$ cat src/rtl/wbuf_pkg.sv
package wbuf_pkg;
    localparam int unsigned WB_SLOTS  = 4;
    localparam int unsigned WB_ADDR_W = 32;
    localparam int unsigned WB_DATA_W = 32;

    typedef enum logic [1:0] {
        ST_IDLE  = 2'd0,
        ST_MERGE = 2'd1,
        ST_ALLOC = 2'd2,
        ST_HOLD  = 2'd3
    } st_action_e;
endpackage

$ cat src/rtl/wbuf_cam.sv
module wbuf_cam #(
    parameter int unsigned N  = 4,
    parameter int unsigned AW = 32
) (
    input  logic [N-1:0]         vld_i,
    input  logic [N-1:0][AW-1:0] tag_i,
    input  logic [AW-1:0]        key_i,
    output logic [N-1:0]         hit_o
);
    for (genvar g = 0; g < N; g++) begin : g_cmp
        assign hit_o[g] = vld_i[g] && (tag_i[g] == key_i);
    end
endmodule

$ cat src/rtl/wbuf_enc.sv
module wbuf_enc #(
    parameter int unsigned N = 4,
    localparam int unsigned IW = (N > 1) ? $clog2(N) : 1
) (
    input  logic [N-1:0]  vec_i,
    output logic          any_o,
    output logic [IW-1:0] idx_o
);
    always_comb begin
        idx_o = '0;
        for (int i = 0; i < N; i++) begin
            if (vec_i[i]) idx_o = idx_o | IW'(i);
        end
        any_o = |vec_i;
    end
endmodule

$ cat src/rtl/wbuf_top.sv
module wbuf_top
    import wbuf_pkg::*;
#(
    parameter int unsigned N  = WB_SLOTS,
    parameter int unsigned AW = WB_ADDR_W,
    parameter int unsigned DW = WB_DATA_W
) (
    input  logic          clk,
    input  logic          rst_n,
    input  logic          st_valid_i,
    input  logic [AW-1:0] st_addr_i,
    input  logic [DW-1:0] st_data_i,
    output logic          st_stall_o,
    input  logic [AW-1:0] ld_addr_i,
    output logic          ld_hit_o,
    output logic [DW-1:0] ld_data_o,
    output logic          dr_req_o,
    output logic [AW-1:0] dr_addr_o,
    output logic [DW-1:0] dr_data_o,
    input  logic          dr_accept_i,
    output logic          dr_cache_upd_o,
    output logic          full_o
);
    localparam int unsigned IW = (N > 1) ? $clog2(N) : 1;
    localparam int unsigned CW = $clog2(N + 1);

    typedef struct packed {
        logic [N-1:0]         vld;
        logic [N-1:0][AW-1:0] addr;
        logic [N-1:0][DW-1:0] data;
        logic [IW-1:0]        head;
        logic [IW-1:0]        tail;
        logic [CW-1:0]        cnt;
    } state_t;

    state_t s_q, s_d;

    function automatic logic [IW-1:0] ptr_inc(input logic [IW-1:0] p);
        return (p == IW'(N - 1)) ? '0 : p + IW'(1);
    endfunction

    logic [N-1:0]  st_match_vec, st_match_eff, ld_match_vec, head_oh;
    logic          merge_hit, ld_any, drain_fire;
    logic [IW-1:0] merge_idx, ld_idx;
    st_action_e    action;

    wbuf_cam #(.N(N), .AW(AW)) u_cam_st (
        .vld_i (s_q.vld), .tag_i (s_q.addr), .key_i (st_addr_i), .hit_o (st_match_vec)
    );
    wbuf_cam #(.N(N), .AW(AW)) u_cam_ld (
        .vld_i (s_q.vld), .tag_i (s_q.addr), .key_i (ld_addr_i), .hit_o (ld_match_vec)
    );
    wbuf_enc #(.N(N)) u_enc_st (
        .vec_i (st_match_eff), .any_o (merge_hit), .idx_o (merge_idx)
    );
    wbuf_enc #(.N(N)) u_enc_ld (
        .vec_i (ld_match_vec), .any_o (ld_any), .idx_o (ld_idx)
    );

    assign head_oh      = {{(N-1){1'b0}}, 1'b1} << s_q.head;
    assign drain_fire   = (s_q.cnt != '0) && dr_accept_i;
    assign st_match_eff = st_match_vec & ~(drain_fire ? head_oh : '0);

    always_comb begin
        if (!st_valid_i)                              action = ST_IDLE;
        else if (merge_hit)                           action = ST_MERGE;
        else if ((s_q.cnt != CW'(N)) || drain_fire)   action = ST_ALLOC;
        else                                          action = ST_HOLD;
    end

    always_comb begin
        s_d = s_q;
        if (drain_fire) begin
            s_d.vld[s_q.head] = 1'b0;
            s_d.head          = ptr_inc(s_q.head);
        end
        case (action)
            ST_MERGE: s_d.data[merge_idx] = st_data_i;
            ST_ALLOC: begin
                s_d.vld[s_q.tail]  = 1'b1;
                s_d.addr[s_q.tail] = st_addr_i;
                s_d.data[s_q.tail] = st_data_i;
                s_d.tail           = ptr_inc(s_q.tail);
            end
            default: ;
        endcase
        s_d.cnt = s_q.cnt + CW'(action == ST_ALLOC) - CW'(drain_fire);
    end

    always_ff @(posedge clk or negedge rst_n) begin
        if (!rst_n) s_q <= '0;
        else        s_q <= s_d;
    end

    assign st_stall_o     = (action == ST_HOLD);
    assign ld_hit_o       = ld_any;
    assign ld_data_o      = ld_any ? s_q.data[ld_idx] : '0;
    assign dr_req_o       = (s_q.cnt != '0);
    assign dr_addr_o      = s_q.addr[s_q.head];
    assign dr_data_o      = s_q.data[s_q.head];
    assign dr_cache_upd_o = drain_fire;
    assign full_o         = (s_q.cnt == CW'(N));
endmodule

$ cat config.mk
export PLATFORM = sky130hd
export DESIGN_NAME = wbuf_top
export DESIGN_NICKNAME = d
export VERILOG_FILES = /design/src/rtl/wbuf_pkg.sv /design/src/rtl/wbuf_cam.sv /design/src/rtl/wbuf_enc.sv /design/src/rtl/wbuf_top.sv
export SDC_FILE = /design/constraint.sdc
export NUM_CORES = 1
export LEC_CHECK = 0
export BUFFER_PORTS_ARGS = -buffer_cell sky130_fd_sc_hd__buf_2
export CAP_MARGIN = 20
export CORE_MARGIN = 2
export CORE_UTILIZATION = 40
export CTS_CLUSTER_SIZE = 28
export DETAILED_ROUTE_END_ITERATION = 12
export GPL_ROUTABILITY_DRIVEN = 0
export PLACE_DENSITY_LB_ADDON = 0.05
export REMOVE_ABC_BUFFERS = 1
export SLEW_MARGIN = 20
export SYNTH_ARGS = -nofsm -noshare
export SYNTH_HDL_FRONTEND = slang
export SYNTH_HIERARCHICAL = 1
export SYNTH_SLANG_ARGS = --single-unit
$ cat constraint.sdc
create_clock -name clk -period 6.9 [get_ports clk]
set_input_delay 1.38 -clock clk [delete_from_list [all_inputs] [get_ports clk]]
set_output_delay 1.38 -clock clk [all_outputs]
set_load 0.01 [all_outputs]
Word level (Yosys, flattened, before mapping) --
Index checks and enable logic that the tools add are counted.
Operators by class: eq/ne operators 15, add/subtract/negate cells 4, bitwise operators 5, reductions and logical operators 17, $lt $le $gt $ge 7, muxes and demuxes 33, shifts and indexed selects 1
Operator list (count):
- $bwmux W128 | 3
- $eq A32 B32 Y1 | 8
- $pmux W128 S2 | 1
- $bmux W32 S2 | 3
- $mux W32 | 6
- $mux W132 | 1
- $demux W32 S2 | 2
- $mux W2 | 8
- $logic_and A1 B1 Y1 | 12
- $lt A2 B3 Y1 const B | 4
- $and A4 B4 Y4 | 2
- $eq A2 B2 Y1 const B | 4
- $mux W4 | 2
- $not A4 Y4 | 2
- $reduce_or A4 Y1 | 2
- $ge A2 B1 Y1 const B | 3
- $mux W1 | 5
- $add A2 B1 Y2 const B | 2
- $demux W1 S2 | 2
- $or A4 B4 Y4 | 1
- $shl A1 B2 Y4 const A | 1
- $add A3 B1 Y3 | 1
- $eq A3 B3 Y1 const B | 1
- $ne A3 B3 Y1 const B | 1
- other kinds (5) | 5
Storage, ports and cells: register bits 267, bits of input ports 100, output and inout port bits 101, logic and storage cells 94

Logic depth before layout (Yosys ltp) --
Gate-level depths: netlist of the first run.
depth after elaboration 14, mapped depth 17, depth with buffers taken out 15

By module --
The synthesis of the first run kept the hierarchy.
By module, submodules not included:
- wbuf_top | seq. area each 6681.4 um^2, cells each 765, area each 12717.2 um^2, times used 1
- wbuf_cam | seq. area each 0.0 um^2, cells each 176, area each 1421.4 um^2, times used 2
- wbuf_enc | seq. area each 0.0 um^2, cells each 3, area each 20.0 um^2, times used 2

Worst setup path before layout of the first run --
OpenSTA, ideal clock, no wires.
path type in2out, from input ld_addr_i[27], to output ld_data_o[10], data required time 5520 ps, setup slack 2154 ps, buffers on the path 2, stages on the path 9, arrival 3366 ps, cells stage by stage xor2_1 nor4_1 nand4_1 nor3_2 or2_1 buf_2 buf_2 mux4_2 and2_1
On the way: elaborated cells on any way between the ends 15, those cells by class eq/ne: 4; mux: 6; reduce/logical: 5
RTL lines:
- from (decl) | RTL line wbuf_top.sv:14 | input logic [AW-1:0] ld_addr_i,
- $eq A32 B32 Y1 | RTL line wbuf_cam.sv:11 | assign hit_o[g] = vld_i[g] && (tag_i[g] == key_i);
- $logic_and A1 B1 Y1 | RTL line wbuf_cam.sv:11
- net ld_match_vec[3] | RTL line wbuf_top.sv:42 | logic [N-1:0] st_match_vec, st_match_eff, ld_match_vec, head_oh;
- $mux W2 | RTL line wbuf_enc.sv:12 | if (vec_i[i]) idx_o = idx_o | IW'(i);
- net ld_idx[0] | RTL line wbuf_top.sv:44 | logic [IW-1:0] merge_idx, ld_idx;
- $bmux W32 S2 | RTL line wbuf_top.sv:97 | assign ld_data_o = ld_any ? s_q.data[ld_idx] : '0;
- $mux W32 (implied by the code) | RTL line wbuf_top.sv:97
- $mux W32 | RTL line wbuf_top.sv:97
- to (decl) | RTL line wbuf_top.sv:16 | output logic [DW-1:0] ld_data_o,
The timed path passes the listed nets, and every way through them passes these cells. The select of a mux whose other input is x is not followed.

Worst setup path in the final report of the first run --
from input ld_addr_i[1], to output ld_data_o[4]
Same word-level chain as after synthesis.

==> results of run 1 <==
-- critical path: cells and delay by family --
kind                   cells  cell delay, ps
AND/OR/NAND/NOR            5            1770
buffers and inverters      3             610
multiplexers               1             350
XOR/XNOR                   1             180
-- cell type report --
cell class	count	area, um2	area share, %
Timing Repair Buffer	215	1150	6.31
Tap cell	518	648	3.56
Multi-Input combinational cell	797	8610	47.3
Clock inverter	4	26.3	0.144
Sequential cell	267	6690	36.8
Clock buffer	55	1050	5.78
Inverter	8	30.0	0.165
-- metrics by stage --
stage                     power [mW]  instances  instance area (um2)  hold slack, ps
after floorplan                 5.58       1072                15300             470
after global routing            9.18       1864                18200             531
after global placement          6.91       1805                17100             483
final                           8.64       1864                18200             508
after CTS                       8.75       1864                18200             510
after detailed placement        6.97       1805                17100             496
-- worst paths after layout --
kind / startpoint / to / slack [ps] / cells after the start
max: ld_addr_i[1] / ld_data_o[4] / 1210 / 10
min: s_q[132] / s_q[132] / 510 / 1
max reg2reg: s_q[232] / s_q[87] / 2460 / 12
min reg2reg: s_q[132] / s_q[132] / 510 / 1
max in group asynchronous: rst_n / s_q[6] / 4520 / 2
min in group asynchronous: rst_n / s_q[218] / 910 / 1
-- metal layers --
metal,vias to the layer above,wire length (um)
met2,207,23700
met1,5378,20300
li1,4547,-
met5,-,38
met3,47,2030
met4,6,626
-- cell families after synthesis --
group / Yosys count / share of synthesized area, %
DFF: 267 / 42.8
xor gates and xnor gates: 258 / 14.5
buffers and inverters: 59 / 2.09
muxes: 352 / 32.3
adders and majority gates: 13 / 1.09
and+or+nand+nor: 151 / 6.06
AOI/OAI and AO/OA: 23 / 1.11
-- power by group --
part           total (mW)  internal [mW]  switching [mW]
Clock                1.73           1.04           0.692
Sequential           3.25           2.35           0.895
Combinational        3.66           2.00            1.66
Total                8.64           5.39            3.24
-- Yosys cell counts (9+ instances only) --
cell / count
mux2_1: 10
mux2_2: 246
mux4_2: 96
ha_1: 12
clkbuf_1: 11
buf_2: 29
nand3_1: 16
buf_6: 9
xnor2_1: 10
xor2_1: 248
nor4_1: 56
dfrtp_1: 267
and2_1: 32
==> run metrics, run 1 <==
minimum clock period=5690 ps; Most Used Layer, Global Route=met2; crit-path max cell delay=560 ps; vias post-DR=10185; WL per Instance=25.0 um; HPWL after DPL=31.4 mm; Worst Setup Slack, final=1210 ps; CTS tree=built; Yosys warnings=6; Critical-path top delay cell=nor4_1; root buffer cell=clkbuf_16; final antenna-violating net count=0; fin crit share=82.5%; most common cell after layout, fill and taps aside=dfrtp_1; largest net degree at the start of global routing=154; cts repair resizes=0; CTS Buf Count=34; Boundary Pins=201; fin. max-slew vios=0; die height=201 um; RSZ-0062 raised after global routing=no; total gr overflow=0; Critical Path Start Type=input port; DRC Markers=0; worst clock skew=15.4 ps; number of flip-flops in the largest register=267; Area Growth Syn to Fin=16.7%; Detailed Route WL=46.7 mm; Setup-failing EPs final=0; CP Cell Sequence=buf_2 > xor2_1 > nor4_1 > nand4_1 > nor3_2 > or2_2 > buf_4 > mux4_2 > and2_1 > buf_2; HP Class=register to register; Rows=72; Synth Instances=1123; cts hold-fix bufs=0; filler cell count=3629; share of the synthesized area in the top cell type=42.8%; Max Freq=176 MHz; Die ar.=40600 um2; Global Route met3 Usage=4.21%; GR Util All Layers=23.3%; Tightest Pin Transition=1000 ps; first-pass GRT wire length=71.1 mm; critical path required time=5520 ps; antenna diode count=0; CP max FO=13; Core Region=38600 um2; Synth area leaders=dfrtp_1, mux2_2, xor2_1; mapped cell area=15600 um2; Setup crit end kind=primary output; relative slew slack=33.0%; CTS max path bufs=3; Placement Setup Slack=1120 ps; Seq/Total Area, Yosys=42.8%; Die W=201 um; share of cells above drive strength 1=46.7%; Leak Pwr=7.74 nW; Post-synth EDFFs=0; most frequent cells in the layout=dfrtp_1, xor2_1, mux2_2; Core Util, Final=47.2%; status=finished clean; initial antenna violation count=3; Netlist cell types=37; Worst Path Class, Setup=input port to primary output; Fin. Hold Viols=0; Largest regs=s_q: 267 flops; asr flop ratio synth=100%; met2 Resource Use GR=40.2%; worst vdd ir=0.290 mV; clock slew at reported path FFs=50 ps; Max H-tree Level=2; GR Util met1=30.9%; TNS Setup=0 ps; Pwr Density=475 nW/um2; CP dominant cell by count=buf_2; Top FF cell, synth=dfrtp_1; #FFs+latches synth=267; worst skew pair latency=520 ps; nets@finish=1436; Pre-Repair DR Iteration Count=5; starting DRC count in detailed routing=529; Largest Register=s_q; vias in the first global route=10957; Initial Util=40.5%; Crit path arrival time=4310 ps; post-synth top area cell=dfrtp_1; Setup Buffers After CTS=0; input/output buffers=200; max_cap viols=0; Vias/cell=5.46; CTS sink count=267; Syn Area/Cell=13.9 um2
Power figures use the tool's default switching activity.
==> run 2: changes to the inputs <==
Clock period 6.9 ns to 5.93 ns, I/O delays scaled along.
==> run 2 against run 1 <==
Compared with the run above:
- routed wire length is essentially flat
- final area grew 0.60%
- via count grew 0.82%
- critical path type unchanged
==> run metrics, run 2 (same netlist as run 1, synthesis figures left out) <==
worst skew pair latency=590 ps; Rows=72; RSZ-0062 raised after global routing=no; most frequent cells in the layout=dfrtp_1, xor2_1, mux2_2; HPWL after DPL=32.1 mm; CP max FO=32; initial antenna violation count=5; relative slew slack=38.2%; DRC Markers=0; CTS sink count=267; Vias/cell=5.50; cts repair resizes=0; vias in the first global route=10855; max_cap viols=0; status=finished clean; Pwr Density=551 nW/um2; Worst Setup Slack, final=674 ps; final antenna-violating net count=0; fin. max-slew vios=0; Core Util, Final=47.5%; filler cell count=3634; input/output buffers=200; Fin. Hold Viols=0; cts hold-fix bufs=0; Die ar.=40600 um2; Initial Util=40.5%; starting DRC count in detailed routing=525; GR Util All Layers=23.2%; nets@finish=1437; worst vdd ir=0.265 mV; Critical Path Start Type=input port; fin crit share=88.6%; Max Freq=190 MHz; CTS Buf Count=31; die height=201 um; clock slew at reported path FFs=60 ps; Boundary Pins=201; critical path required time=4740 ps; Area Growth Syn to Fin=17.4%; minimum clock period=5260 ps; Worst Path Class, Setup=input port to primary output; Leak Pwr=7.81 nW; root buffer cell=clkbuf_16; TNS Setup=0 ps; vias post-DR=10269; Pre-Repair DR Iteration Count=4; antenna diode count=0; Placement Setup Slack=578 ps; Setup Buffers After CTS=0; total gr overflow=0; Crit path arrival time=4070 ps; Largest Register=s_q; Detailed Route WL=46.7 mm; Core Region=38600 um2; WL per Instance=25.0 um; most common cell after layout, fill and taps aside=dfrtp_1; Setup-failing EPs final=0; HP Class=register to register; Largest regs=s_q: 267 flops; share of cells above drive strength 1=47.3%; Die W=201 um; CTS max path bufs=3; largest net degree at the start of global routing=103; number of flip-flops in the largest register=267; Setup crit end kind=primary output; worst clock skew=10.3 ps; Tightest Pin Transition=918 ps; first-pass GRT wire length=71.0 mm; Max H-tree Level=1; CTS tree=built
run 2: changes by cell type in the layout (fill, tap and decap cells not counted), sizes merged:
| cell | change |
|---|---|
| clkbuf | -18 |
| clkinv | +12 |
| buf | +4 |
| bufinv | +4 |
run 2: metrics by stage:
stage | instance area [um2] | instances | total power, mW | hold WS [ps]
floorplan | 15300 | 1072 | 6.49 | 470
global placement | 17300 | 1809 | 8.09 | 483
detailed placement | 17300 | 1809 | 8.15 | 493
CTS | 18300 | 1866 | 10.2 | 507
global route | 18300 | 1866 | 10.7 | 525
finish | 18300 | 1866 | 10.1 | 501
run 2: final cells by class:
class | count | area (um2) | area share, %
clock buffer | 37 | 838 | 4.58
clock inverter | 20 | 218 | 1.19
inverter | 8 | 30.0 | 0.164
multi-input combinational | 797 | 8610 | 47.0
sequential | 267 | 6690 | 36.5
tap | 518 | 648 | 3.54
timing repair buffer | 219 | 1280 | 6.98
run 2: report_power, final:
part | internal [mW] | switching, mW | total (mW) | leakage (nW)
Clock | 1.18 | 0.821 | 2.00 | 0.534
Combinational | 2.36 | 1.92 | 4.29 | 4.09
Sequential | 2.73 | 1.06 | 3.80 | 3.18
Total | 6.28 | 3.81 | 10.1 | 7.81
run 2: worst paths after layout:
check,from,to,slack (ps),cells after the start
min in group asynchronous,rst_n,s_q[179],600,1
worst min-delay path,s_q[131],s_q[131],500,1
max in group asynchronous,rst_n,s_q[75],3980,2
worst max register to register,s_q[179],s_q[80],1710,13
worst max-delay path,ld_addr_i[26],ld_data_o[29],670,10
worst min register to register,s_q[131],s_q[131],500,1
run 2: critical path, stage by stage:
cell and delay (ps):
buf_2 150, xor2_1 210, nor4_1 660, nand4_1 270, nor3_2 240, or2_2 160
buf_12 280, mux4_2 540, and2_1 190, buf_2 140
run 2: metal layers:
layer  GRT usage (%)  up-vias  share of wire (%)
li1                -     4568                  -
met1            32.1     5401                 44
met2            37.7      222                 48
met3            4.24       70                4.6
met4            6.14        8                2.7
met5               0        -               0.12
